<file path="src/rtl/flag_pkg.sv">
package flag_pkg;

  localparam int FLAG_W = 16;

  // bit positions inside the status word
  localparam int POS_CY  = 0;
  localparam int POS_PAR = 2;
  localparam int POS_AUX = 4;
  localparam int POS_ZF  = 6;
  localparam int POS_SG  = 7;
  localparam int POS_TRP = 8;
  localparam int POS_IEN = 9;
  localparam int POS_DIR = 10;
  localparam int POS_OVF = 11;

  localparam int NCTL = 3;

  localparam logic [FLAG_W-1:0] COND_MASK =
    (FLAG_W'(1) << POS_CY) | (FLAG_W'(1) << POS_PAR) | (FLAG_W'(1) << POS_AUX) |
    (FLAG_W'(1) << POS_ZF) | (FLAG_W'(1) << POS_SG)  | (FLAG_W'(1) << POS_OVF);
  localparam logic [FLAG_W-1:0] CTRL_MASK =
    (FLAG_W'(1) << POS_TRP) | (FLAG_W'(1) << POS_IEN) | (FLAG_W'(1) << POS_DIR);

  typedef enum logic [1:0] {
    OPC_ADD   = 2'd0,
    OPC_SUB   = 2'd1,
    OPC_LOGIC = 2'd2,
    OPC_RSVD  = 2'd3
  } opc_e;

  typedef struct packed {
    logic ovf;
    logic sg;
    logic zf;
    logic aux;
    logic par;
    logic cy;
  } cond_t;

endpackage

</file>
<file path="src/rtl/flag_cond.sv">
module flag_cond
  import flag_pkg::*;
#(
  parameter int DW  = 16,
  parameter int BW  = 8,
  parameter int NIB = 4
) (
  input  logic [DW-1:0] opa_i,
  input  logic [DW-1:0] opb_i,
  input  logic [DW-1:0] res_i,
  input  logic          cy_i,
  input  logic [1:0]    opc_i,
  input  logic          wide_i,
  input  logic          aux_prev_i,
  output cond_t         nxt_o
);

  logic sa, sb, sr;
  logic is_arith, is_sub;
  logic nib_cross;

  always_comb begin
    sa = wide_i ? opa_i[DW-1] : opa_i[BW-1];
    sb = wide_i ? opb_i[DW-1] : opb_i[BW-1];
    sr = wide_i ? res_i[DW-1] : res_i[BW-1];
  end

  assign is_sub   = (opc_i == OPC_SUB);
  assign is_arith = (opc_i == OPC_ADD) || is_sub;
  // carry or borrow into bit NIB is recovered from the sum bit
  assign nib_cross = opa_i[NIB] ^ opb_i[NIB] ^ res_i[NIB];

  always_comb begin
    nxt_o.cy  = is_arith & cy_i;
    nxt_o.par = ~^res_i[BW-1:0];
    nxt_o.aux = is_arith ? nib_cross : aux_prev_i;
    nxt_o.zf  = wide_i ? (res_i == '0) : (res_i[BW-1:0] == '0);
    nxt_o.sg  = sr;
    if (!is_arith)
      nxt_o.ovf = 1'b0;
    else if (is_sub)
      nxt_o.ovf = (sa != sb) && (sr != sa);
    else
      nxt_o.ovf = (sa == sb) && (sr != sa);
  end

endmodule

</file>
<file path="src/rtl/flag_ctl_bit.sv">
module flag_ctl_bit (
  input  logic clk,
  input  logic rst,
  input  logic set_i,
  input  logic clr_i,
  output logic q_o
);

  always_ff @(posedge clk) begin
    if (rst)
      q_o <= 1'b0;
    else if (clr_i)
      q_o <= 1'b0;
    else if (set_i)
      q_o <= 1'b1;
  end

endmodule

</file>
<file path="src/rtl/flag_unit.sv">
module flag_unit
  import flag_pkg::*;
#(
  parameter int DW = 16,
  parameter int BW = 8
) (
  input  logic              clk,
  input  logic              rst,
  input  logic [DW-1:0]     opa_i,
  input  logic [DW-1:0]     opb_i,
  input  logic [DW-1:0]     res_i,
  input  logic              cy_i,
  input  logic [1:0]        opc_i,
  input  logic              wide_i,
  input  logic              upd_i,
  input  logic              trp_set_i,
  input  logic              trp_clr_i,
  input  logic              ien_set_i,
  input  logic              ien_clr_i,
  input  logic              dir_set_i,
  input  logic              dir_clr_i,
  output logic [FLAG_W-1:0] flags_o
);

  localparam int NIB = BW / 2;

  cond_t cond_d, cond_q;
  logic [NCTL-1:0] ctl_set, ctl_clr, ctl_q;

  flag_cond #(.DW(DW), .BW(BW), .NIB(NIB)) u_cond (
    .opa_i      (opa_i),
    .opb_i      (opb_i),
    .res_i      (res_i),
    .cy_i       (cy_i),
    .opc_i      (opc_i),
    .wide_i     (wide_i),
    .aux_prev_i (cond_q.aux),
    .nxt_o      (cond_d)
  );

  always_ff @(posedge clk) begin
    if (rst)
      cond_q <= '0;
    else if (upd_i)
      cond_q <= cond_d;
  end

  // index 0 trap, 1 interrupt enable, 2 direction
  assign ctl_set = {dir_set_i, ien_set_i, trp_set_i};
  assign ctl_clr = {dir_clr_i, ien_clr_i, trp_clr_i};

  for (genvar i = 0; i < NCTL; i++) begin : g_ctl
    flag_ctl_bit u_bit (
      .clk   (clk),
      .rst   (rst),
      .set_i (ctl_set[i]),
      .clr_i (ctl_clr[i]),
      .q_o   (ctl_q[i])
    );
  end

  always_comb begin
    flags_o          = '0;
    flags_o[POS_CY]  = cond_q.cy;
    flags_o[POS_PAR] = cond_q.par;
    flags_o[POS_AUX] = cond_q.aux;
    flags_o[POS_ZF]  = cond_q.zf;
    flags_o[POS_SG]  = cond_q.sg;
    flags_o[POS_OVF] = cond_q.ovf;
    flags_o[POS_TRP] = ctl_q[0];
    flags_o[POS_IEN] = ctl_q[1];
    flags_o[POS_DIR] = ctl_q[2];
  end

endmodule

</file>
<file path="config.mk">
export PLATFORM = sky130hd
export DESIGN_NAME = flag_unit
export DESIGN_NICKNAME = d
export VERILOG_FILES = /design/src/rtl/flag_pkg.sv /design/src/rtl/flag_cond.sv /design/src/rtl/flag_ctl_bit.sv /design/src/rtl/flag_unit.sv
export SDC_FILE = /design/constraint.sdc
export NUM_CORES = 1
export LEC_CHECK = 0
export BUFFER_PORTS_ARGS = -buffer_cell sky130_fd_sc_hd__buf_2
export CORE_MARGIN = 1
export CORE_UTILIZATION = 31
export DETAILED_ROUTE_END_ITERATION = 8
export HOLD_SLACK_MARGIN = 0.12
export PLACE_DENSITY = 0.88
export SLEW_MARGIN = 20
export SYNTH_ARGS = -nofsm -noshare
export SYNTH_HDL_FRONTEND = slang
export SYNTH_HIERARCHICAL = 1
export SYNTH_SLANG_ARGS = --single-unit
export TNS_END_PERCENT = 100
</file>
<file path="constraint.sdc">
create_clock -name clk -period 1.25 [get_ports clk]
set_input_delay 0.125 -clock clk [delete_from_list [all_inputs] [get_ports clk]]
set_output_delay 0.125 -clock clk [all_outputs]
set_load 0.01 [all_outputs]
</file>
Word level (Yosys, flattened, before mapping)
Cells that the tools add are included.
{ "classes": {"n_eq_ne": 4, "muxes": 6, "n_bitwise": 3, "reduce_logical": 11} }
{ "ops": {"columns": ["operator", "n"], "rows": [
  ["$logic_not A16 Y1", 1],
  ["$logic_not A8 Y1", 1],
  ["$reduce_xnor A8 Y1", 1],
  ["$mux W1", 6],
  ["$reduce_or A2 Y1", 3],
  ["$eq A2 B1 Y1 const B", 1],
  ["$logic_and A1 B1 Y1", 2],
  ["$logic_not A2 Y1", 1],
  ["$ne A1 B1 Y1", 2],
  ["$reduce_and A2 Y1", 1],
  ["$xor A1 B1 Y1", 2],
  ["$and A1 B1 Y1", 1],
  ["$eq A1 B1 Y1", 1],
  ["$logic_or A1 B1 Y1", 1]
]} }
{ "totals": {"ff_bits": 9, "input_bits": 61, "out_inout_bits": 16, "word_cells": 33} }

Longest topological paths before layout
Gate-level depths: netlist of the first run.
{ "logic_depth": {"depth_word": 5, "depth_mapped": 6} }

Modules after synthesis
The synthesis of the first run kept the hierarchy.
{ "modules_own_cells": {"columns": ["mod", "instances", "cells_each", "area_per_inst_um2", "seq_area_each_um2"], "rows": [
  ["flag_unit", 1, 27, 270.3, 120.1],
  ["flag_cond", 1, 34, 247.7, 0.0],
  ["flag_ctl_bit", 3, 3, 33.8, 20.0]
]} }

Worst setup path after synthesis of the first run
No wires, ideal clock.
{ "synth_path": {"path_kind": "input to register", "start": "input wide_i", "end": "register cond_q, in the netlist flags_o[11]", "setup_ps": 64, "arrival_ps": 1013, "t_required_ps": 1186, "setup_slack_ps": 174, "cell_stages": 5, "n_path_buf": 0, "path_cell_list": "mux2_4 -> or3_1 -> mux2i_1 -> mux2i_1 -> nor2_1"} }
{ "synth_lines": {"columns": ["element", "line", "text"], "rows": [
  ["start, declared", "flag_unit.sv:14", "input logic wide_i,"],
  ["end signal, assigned", "flag_unit.sv:45", "cond_q <= cond_d;"],
  ["end, declared", "flag_unit.sv:27", "cond_t cond_d, cond_q;"]
]} }

==> summary.txt, run 1 <==
Worst setup path
  – Crit start category: input port
  – Worst Setup End Kind: flop
  – Kind of critical path: in -> reg
  – CP Capture Point: flags_o[11]
  – R2r startpoint: flags_o[4]
  – Launch point of the worst path: wide_i
  – CP delay by family, top: multiplexers
  – Worst Reg-to-Reg Cells: 4
  – CP Cell Sequence: buf_2 -> mux2_4 -> or3_1 -> mux2i_1 -> mux2i_1 -> nor2_1
  – WP buf/inv: 1
  – Worst path slowest cell: or3_1
  – RR Endpoint: flags_o[4]
  – CP most frequent cell: mux2i_1
  – CP Max Fanout: 2
  – Crit path DAT: 1.16 ns
  – Stages on the worst setup path: 6
  – R2R Setup Slk: 0.52 ns
  – Worst Path Required: 1.44 ns
  – CP peak stage delay: 0.34 ns

Run
  – Max Cap Viol: 0

Worst hold path
  – Hold/Removal Path Class: in -> reg

Finish
  – Post-route cell area: 918 µm²
  – Layout fillers: 187
  – Nets: 188
  – Share of cells above drive strength 1: 42.6%
  – Area delta synth->final: 48.3%
  – Ant diodes: 0

Logic synthesis
  – Post-synthesis compound-gate area fraction: 1.62%
  – Synth Register Bits: 9
  – Top cell type by total area after synthesis: dfxtp_1
  – Main combinational cell family by area after synthesis: simple AND/OR/NAND/NOR gates
  – Area share of the largest cell type after synthesis: 29.1%
  – Synth Area in Adders: 8.08%
  – Yosys warnings: 6
  – Most frequent cells after synthesis: dfxtp_1 (9), mux2i_1 (9), nor2_1 (9)
  – Simple-gate share of the synthesized area: 18.8%
  – Post-synth EDFFs: 0
  – Synth Area in XOR/XNOR: 8.48%
  – Synth area leaders: dfxtp_1 (29%), mux2i_1 (15%), buf_4 (9.7%), ha_1 (8.1%), xnor2_1 (7.1%)
  – Mux cell area share after synthesis: 17.0%
  – Async set or reset register ratio after synthesis: 0%
  – Gate Count Post-Synth: 70
  – Avg Cell Area, Syn: 8.85 µm²
  – Distinct cells, synth: 20
  – Sequential share of the synthesized area: 29.1%
  – Mapped Area: 619 µm²
  – Ys flop type: dfxtp_1

Placement
  – GP Congestion: 0.606
  – Buffers on Ports: 43
  – Placed inst area: 832 µm²

Pwr
  – Int Pwr: 556 µW
  – Max IR drop VDD: 0.000592 V
  – Reg power frac: 41.2%
  – Pleak: 0.511 nW
  – Clk pwr share: 28.3%
  – Combinational power share: 30.5%
  – Switching Share: 26.8%
  – Switch Pwr: 203 µW
  – Pwr per Cell Area: 827 nW/µm²

CTS
  – Root buf cell: clkbuf_4
  – TritonCTS Buffers: 3
  – Skew-Pair Late Insertion Delay: 0.25 ns
  – CTS tree: done
  – Clk slew on worst S/H paths: 0.06 ns
  – Clock Sinks: 9
  – H-tree depth: 1
  – Maximum clock path buffer count: 2
  – Setup bufs post-CTS: 0

Global route
  – Global-route wire length before repair: 2060 µm
  – Vias in the first global route: 548
  – Grt ovf: 0
  – Pin count of the biggest net entering global routing: 10
  – GRT Overall Usage: 14.1%
  – Initial antenna violation count: 0

Timing
  – Setup repair after global routing missed its margin: false
  – TNS Setup: 0 ns
  – Count of final hold-check violations: 0
  – Final setup fails: 0
  – Period utilization: 77.6%
  – Skew final: 0 ns
  – Min Tclk post-route: 0.969 ns
  – Peak Freq: 1.03 GHz
  – Max Slew Vio Count: 0

Drt
  – Number of routed nets with antenna violations: 0
  – Wirelength per Cell: 9.36 µm
  – 1st-iter DRT viols: 3
  – DR vias: 625
  – Drt via density: 4.25
  – First-pass iteration count of the detailed router: 2
  – Routed WL: 1380 µm
  – DRC errors left: 0

Floorplan
  – Die height: 46.7 µm
  – Num rows: 15
  – Io pins: 77
  – Initial Util: 34.4%
  – Overall die width: 46.7 µm
  – Die area: 2180 µm²
  – Core area: 1800 µm²

Run status
  – Status: finished, final reports clean
## flip-flops by register name, summed over array words and instances, names as in the netlist
register and cells:
flags_o 6, g_ctl.u_bit/q_o 3
## cell families (layout without fill, tap and decap cells)
group | Yosys count | in the layout
adder cells (fa/ha/maj) | 4 | 4
other | 1 | 7
AND/OR/NAND/NOR | 21 | 21
buffers and inverters | 17 | 63
XOR/XNOR | 6 | 6
multiplexers | 10 | 10
AO/OA/AOI/OAI | 2 | 2
flip-flops | 9 | 9
## power by group through the flow
stage / Sequential (mW) / Clock (mW) / Combinational, mW
global placement: 0.318 / 0 / 0.212
global route: 0.314 / 0.242 / 0.262
detailed placement: 0.319 / 0 / 0.220
finish: 0.313 / 0.215 / 0.232
floorplan: 0.328 / 0 / 0.134
CTS: 0.313 / 0.226 / 0.235
## worst min-delay path by stage
stage / cells after the start / endpoint / start / slack (ns)
3_5_place_dp: 2 / g_ctl[1].u_bit/q_o / ien_clr_i / 0.30
6_report: 2 / g_ctl[0].u_bit/q_o / rst / 0.18
2_1_floorplan: 1 / g_ctl[0].u_bit/q_o / trp_clr_i / 0.19
5_1_grt: 2 / flags_o[11] / rst / 0.19
3_3_place_gp: 2 / g_ctl[2].u_bit/q_o / dir_clr_i / 0.29
4_1_cts: 2 / g_ctl[0].u_bit/q_o / rst / 0.17
## per-layer routing
metal | track usage, % | up-vias | part of all wire, %
li1 | - | 318 | -
met1 | 13.6 | 278 | 38
met2 | 25.6 | 27 | 54
met3 | 6.67 | 2 | 6.7
met4 | 5.14 | 0 | 0.87
met5 | 0 | - | 0
## stage by stage
| step | std cells | total power, mW | hold slack (ns) | setup WS (ns) | util [%] |
|---|---|---|---|---|---|
| after floorplan | 76 | 0.462 | 0.194 | 0.174 | - |
| after global placement | 137 | 0.530 | 0.292 | 0.0174 | 46.2 |
| after detailed placement | 137 | 0.539 | 0.296 | 0.00564 | 46.2 |
| after CTS | 147 | 0.774 | 0.171 | 0.274 | 51.0 |
| after global routing | 147 | 0.819 | 0.187 | 0.227 | 51.0 |
| final | 147 | 0.759 | 0.178 | 0.281 | 51.0 |
## repair_timing
item                                   in CTS  in global routing
gates resized for setup                     0                  0
endpoints found under the hold margin       3                  0
hold buffers                                6                  0
## cell type report
cell class | instances | area (µm²) | area share (%)
clock buffers | 4 | 26.3 | 2.86
inverters | 8 | 30.0 | 3.27
multi-input cells | 50 | 360 | 39.2
well taps | 25 | 31.3 | 3.41
repair buffers | 51 | 290 | 31.6
flip-flops and latches | 9 | 180 | 19.6
## placed cells by master (no fill, tap or decap), types with 2 or more instances in the layout
cell type,instances
inv_1,8
clkbuf_4,3
mux2i_1,9
nor2b_1,2
buf_2,43
dfxtp_1,9
nor2_1,9
conb_1,7
nor4_1,2
nand2_1,2
dlygate4sd3_1,6
xnor2_1,5
nor3_2,3
buf_4,2
ha_1,4
(Power assumes the default switching activity.)
==> run 2, diff against run 1 <==
clock period = 0.9 ns   (was 1.25 ns; I/O delays follow)
==> summary.txt, run 2 (synthesis results as in run 1) <==
Global route
  – Initial antenna violation count: 0 (unchanged)
  – Vias in the first global route: 622 (+14%)
  – Global-route wire length before repair: 2390 µm (+16%)
  – Pin count of the biggest net entering global routing: 10 (unchanged)
  – GRT Overall Usage: 16.6% (+2.5 points)
  – Grt ovf: 0 (unchanged)

Floorplan
  – Initial Util: 34.4% (unchanged)
  – Io pins: 77 (unchanged)
  – Die area: 2180 µm² (unchanged)
  – Die height: 46.7 µm (unchanged)
  – Core area: 1800 µm² (unchanged)
  – Overall die width: 46.7 µm (unchanged)
  – Num rows: 15 (unchanged)

Timing
  – Peak Freq: 1.09 GHz
  – Final setup fails: 1 (+1)
  – Count of final hold-check violations: 0 (unchanged)
  – Final setup margin: -0.0168 ns (-0.297 ns)
  – Skew final: 0 ns (unchanged)
  – Max Slew Vio Count: 0 (unchanged)
  – Setup repair after global routing missed its margin: true
  – Min Tclk post-route: 0.917 ns
  – Final hold slack: 0.139 ns (-0.0390 ns)
  – Period utilization: 102%

Finish
  – Max FFs per register: 6 (unchanged)
  – Commonest non-fill, non-tap cells in the layout: buf_2 (42), mux2i_1 (9), nor2_1 (9), dfxtp_1 (9), conb_1 (7)
  – Nets: 191 (+1.6%)
  – Final Util: 55.9% (+4.9 points)
  – Post-route cell area: 1010 µm² (+9.7%)
  – Area delta synth->final: 62.6%
  – Ant diodes: 0 (unchanged)
  – Most common cell after layout, fill and taps aside: buf_2
  – Share of cells above drive strength 1: 51.2% (+8.6 points)
  – Layout fillers: 177 (-5.3%)

CTS
  – H-tree depth: 1 (unchanged)
  – Clock Sinks: 9 (unchanged)
  – CTS tree: done
  – Root buf cell: clkbuf_4
  – Maximum clock path buffer count: 2 (unchanged)
  – TritonCTS Buffers: 3 (unchanged)
  – Clk slew on worst S/H paths: 0.06 ns (about the same)
  – Skew-Pair Late Insertion Delay: 0.26 ns (about the same)

Pwr
  – Max IR drop VDD: 0.000796 V (+34%)
  – Total chip power: 1.12 mW (+48%)
  – Pleak: 0.529 nW (+3.6%)
  – Pwr per Cell Area: 1120 nW/µm² (+35%)

Worst setup path
  – Worst Setup End Kind: flop
  – Worst path slowest cell: or3_1
  – Kind of critical path: in -> reg
  – Crit start category: input port
  – Crit path DAT: 1.12 ns (-0.04 ns)
  – CP most frequent cell: mux2i_1
  – Worst Path Required: 1.10 ns (-0.34 ns)
  – CP Max Fanout: 2 (unchanged)
  – CP Cell Sequence: buf_6 -> mux2_4 -> or3_1 -> mux2i_1 -> mux2i_1 -> nor2_1
  – CP peak stage delay: 0.34 ns (about the same)

Run status
  – Failing checks: negative setup slack
  – Status: complete, but fails checks

Placement
  – Placed inst area: 905 µm² (+8.7%)
  – Buffers on Ports: 43 (unchanged)
  – HPWL after DPL: 1280 µm
  – GP Congestion: 0.716 (+18%)

Drt
  – Number of routed nets with antenna violations: 0 (unchanged)
  – 1st-iter DRT viols: 4 (+1)
  – Drt via density: 4.31 (+1.4%)
  – First-pass iteration count of the detailed router: 5 (+3)
  – Routed WL: 1660 µm (+21%)
  – DRC errors left: 0 (unchanged)
  – Wirelength per Cell: 11.1 µm (+18%)
  – DR vias: 647 (+3.5%)

Worst hold path
  – Hold/Removal Path Class: in -> reg

Run
  – Max Cap Viol: 0 (unchanged)
[run 2: timing repair]
| action | in CTS | in global routing |
|---|---|---|
| hold buffers | 6 | 0 |
| setup endpoints to repair | 1 | 2 |
| resized for setup | 1 | 2 |
| endpoints found under the hold margin | 3 | 0 |
| setup buffers | 0 | 0 |
| pin swaps | 0 | 2 |
[run 2: final timing paths]
check | startpoint | to | slack, ns | cells past startpoint
max | wide_i | flags_o[11] | -0.02 | 6
min | rst | flags_o[4] | 0.14 | 2
max reg2reg | flags_o[4] | flags_o[4] | 0.14 | 4
min reg2reg | flags_o[6] | flags_o[6] | 0.50 | 2
[run 2: critical path: cells and delay by family]
kind	cells	cell delay, ns
muxes	3	0.50
and+or+nand+nor	2	0.42
buffers and inverters	1	0.09
[run 2: metrics by stage]
step	setup slack (ns)	instances	TNS, ns
6_report	-0.0168	150	-0.0168
4_1_cts	-0.0174	150	-0.0174
3_5_place_dp	-0.321	140	-0.762
5_1_grt	-0.0576	150	-0.0696
3_3_place_gp	-0.279	140	-0.667
2_1_floorplan	-0.141	76	-0.141
[run 2: routing by layer]
layer / up-vias / GRT usage (%) / part of all wire (%)
met5: - / 0 / 0
met4: 0 / 8.57 / 2.4
met3: 4 / 5.88 / 5.4
met2: 25 / 32.2 / 58
met1: 294 / 14.5 / 34
li1: 324 / - / -
[run 2: power by group]
part | internal [mW] | total (mW) | switching (mW) | leakage (nW)
sequential | 0.423 | 0.436 | 0.0132 | 0.0737
clock | 0.171 | 0.311 | 0.140 | 0.0150
combinational | 0.212 | 0.378 | 0.166 | 0.440
total | 0.806 | 1.12 | 0.319 | 0.529
[run 2: layout make-up]
type / count / area (µm²) / share of cell area (%)
tap: 25 / 31.3 / 3.11
timing repair buffer: 54 / 319 / 31.7
clock buffer: 4 / 26.3 / 2.61
sequential: 9 / 180 / 17.9
multi-input combinational: 50 / 418 / 41.5
inverter: 8 / 32.5 / 3.23
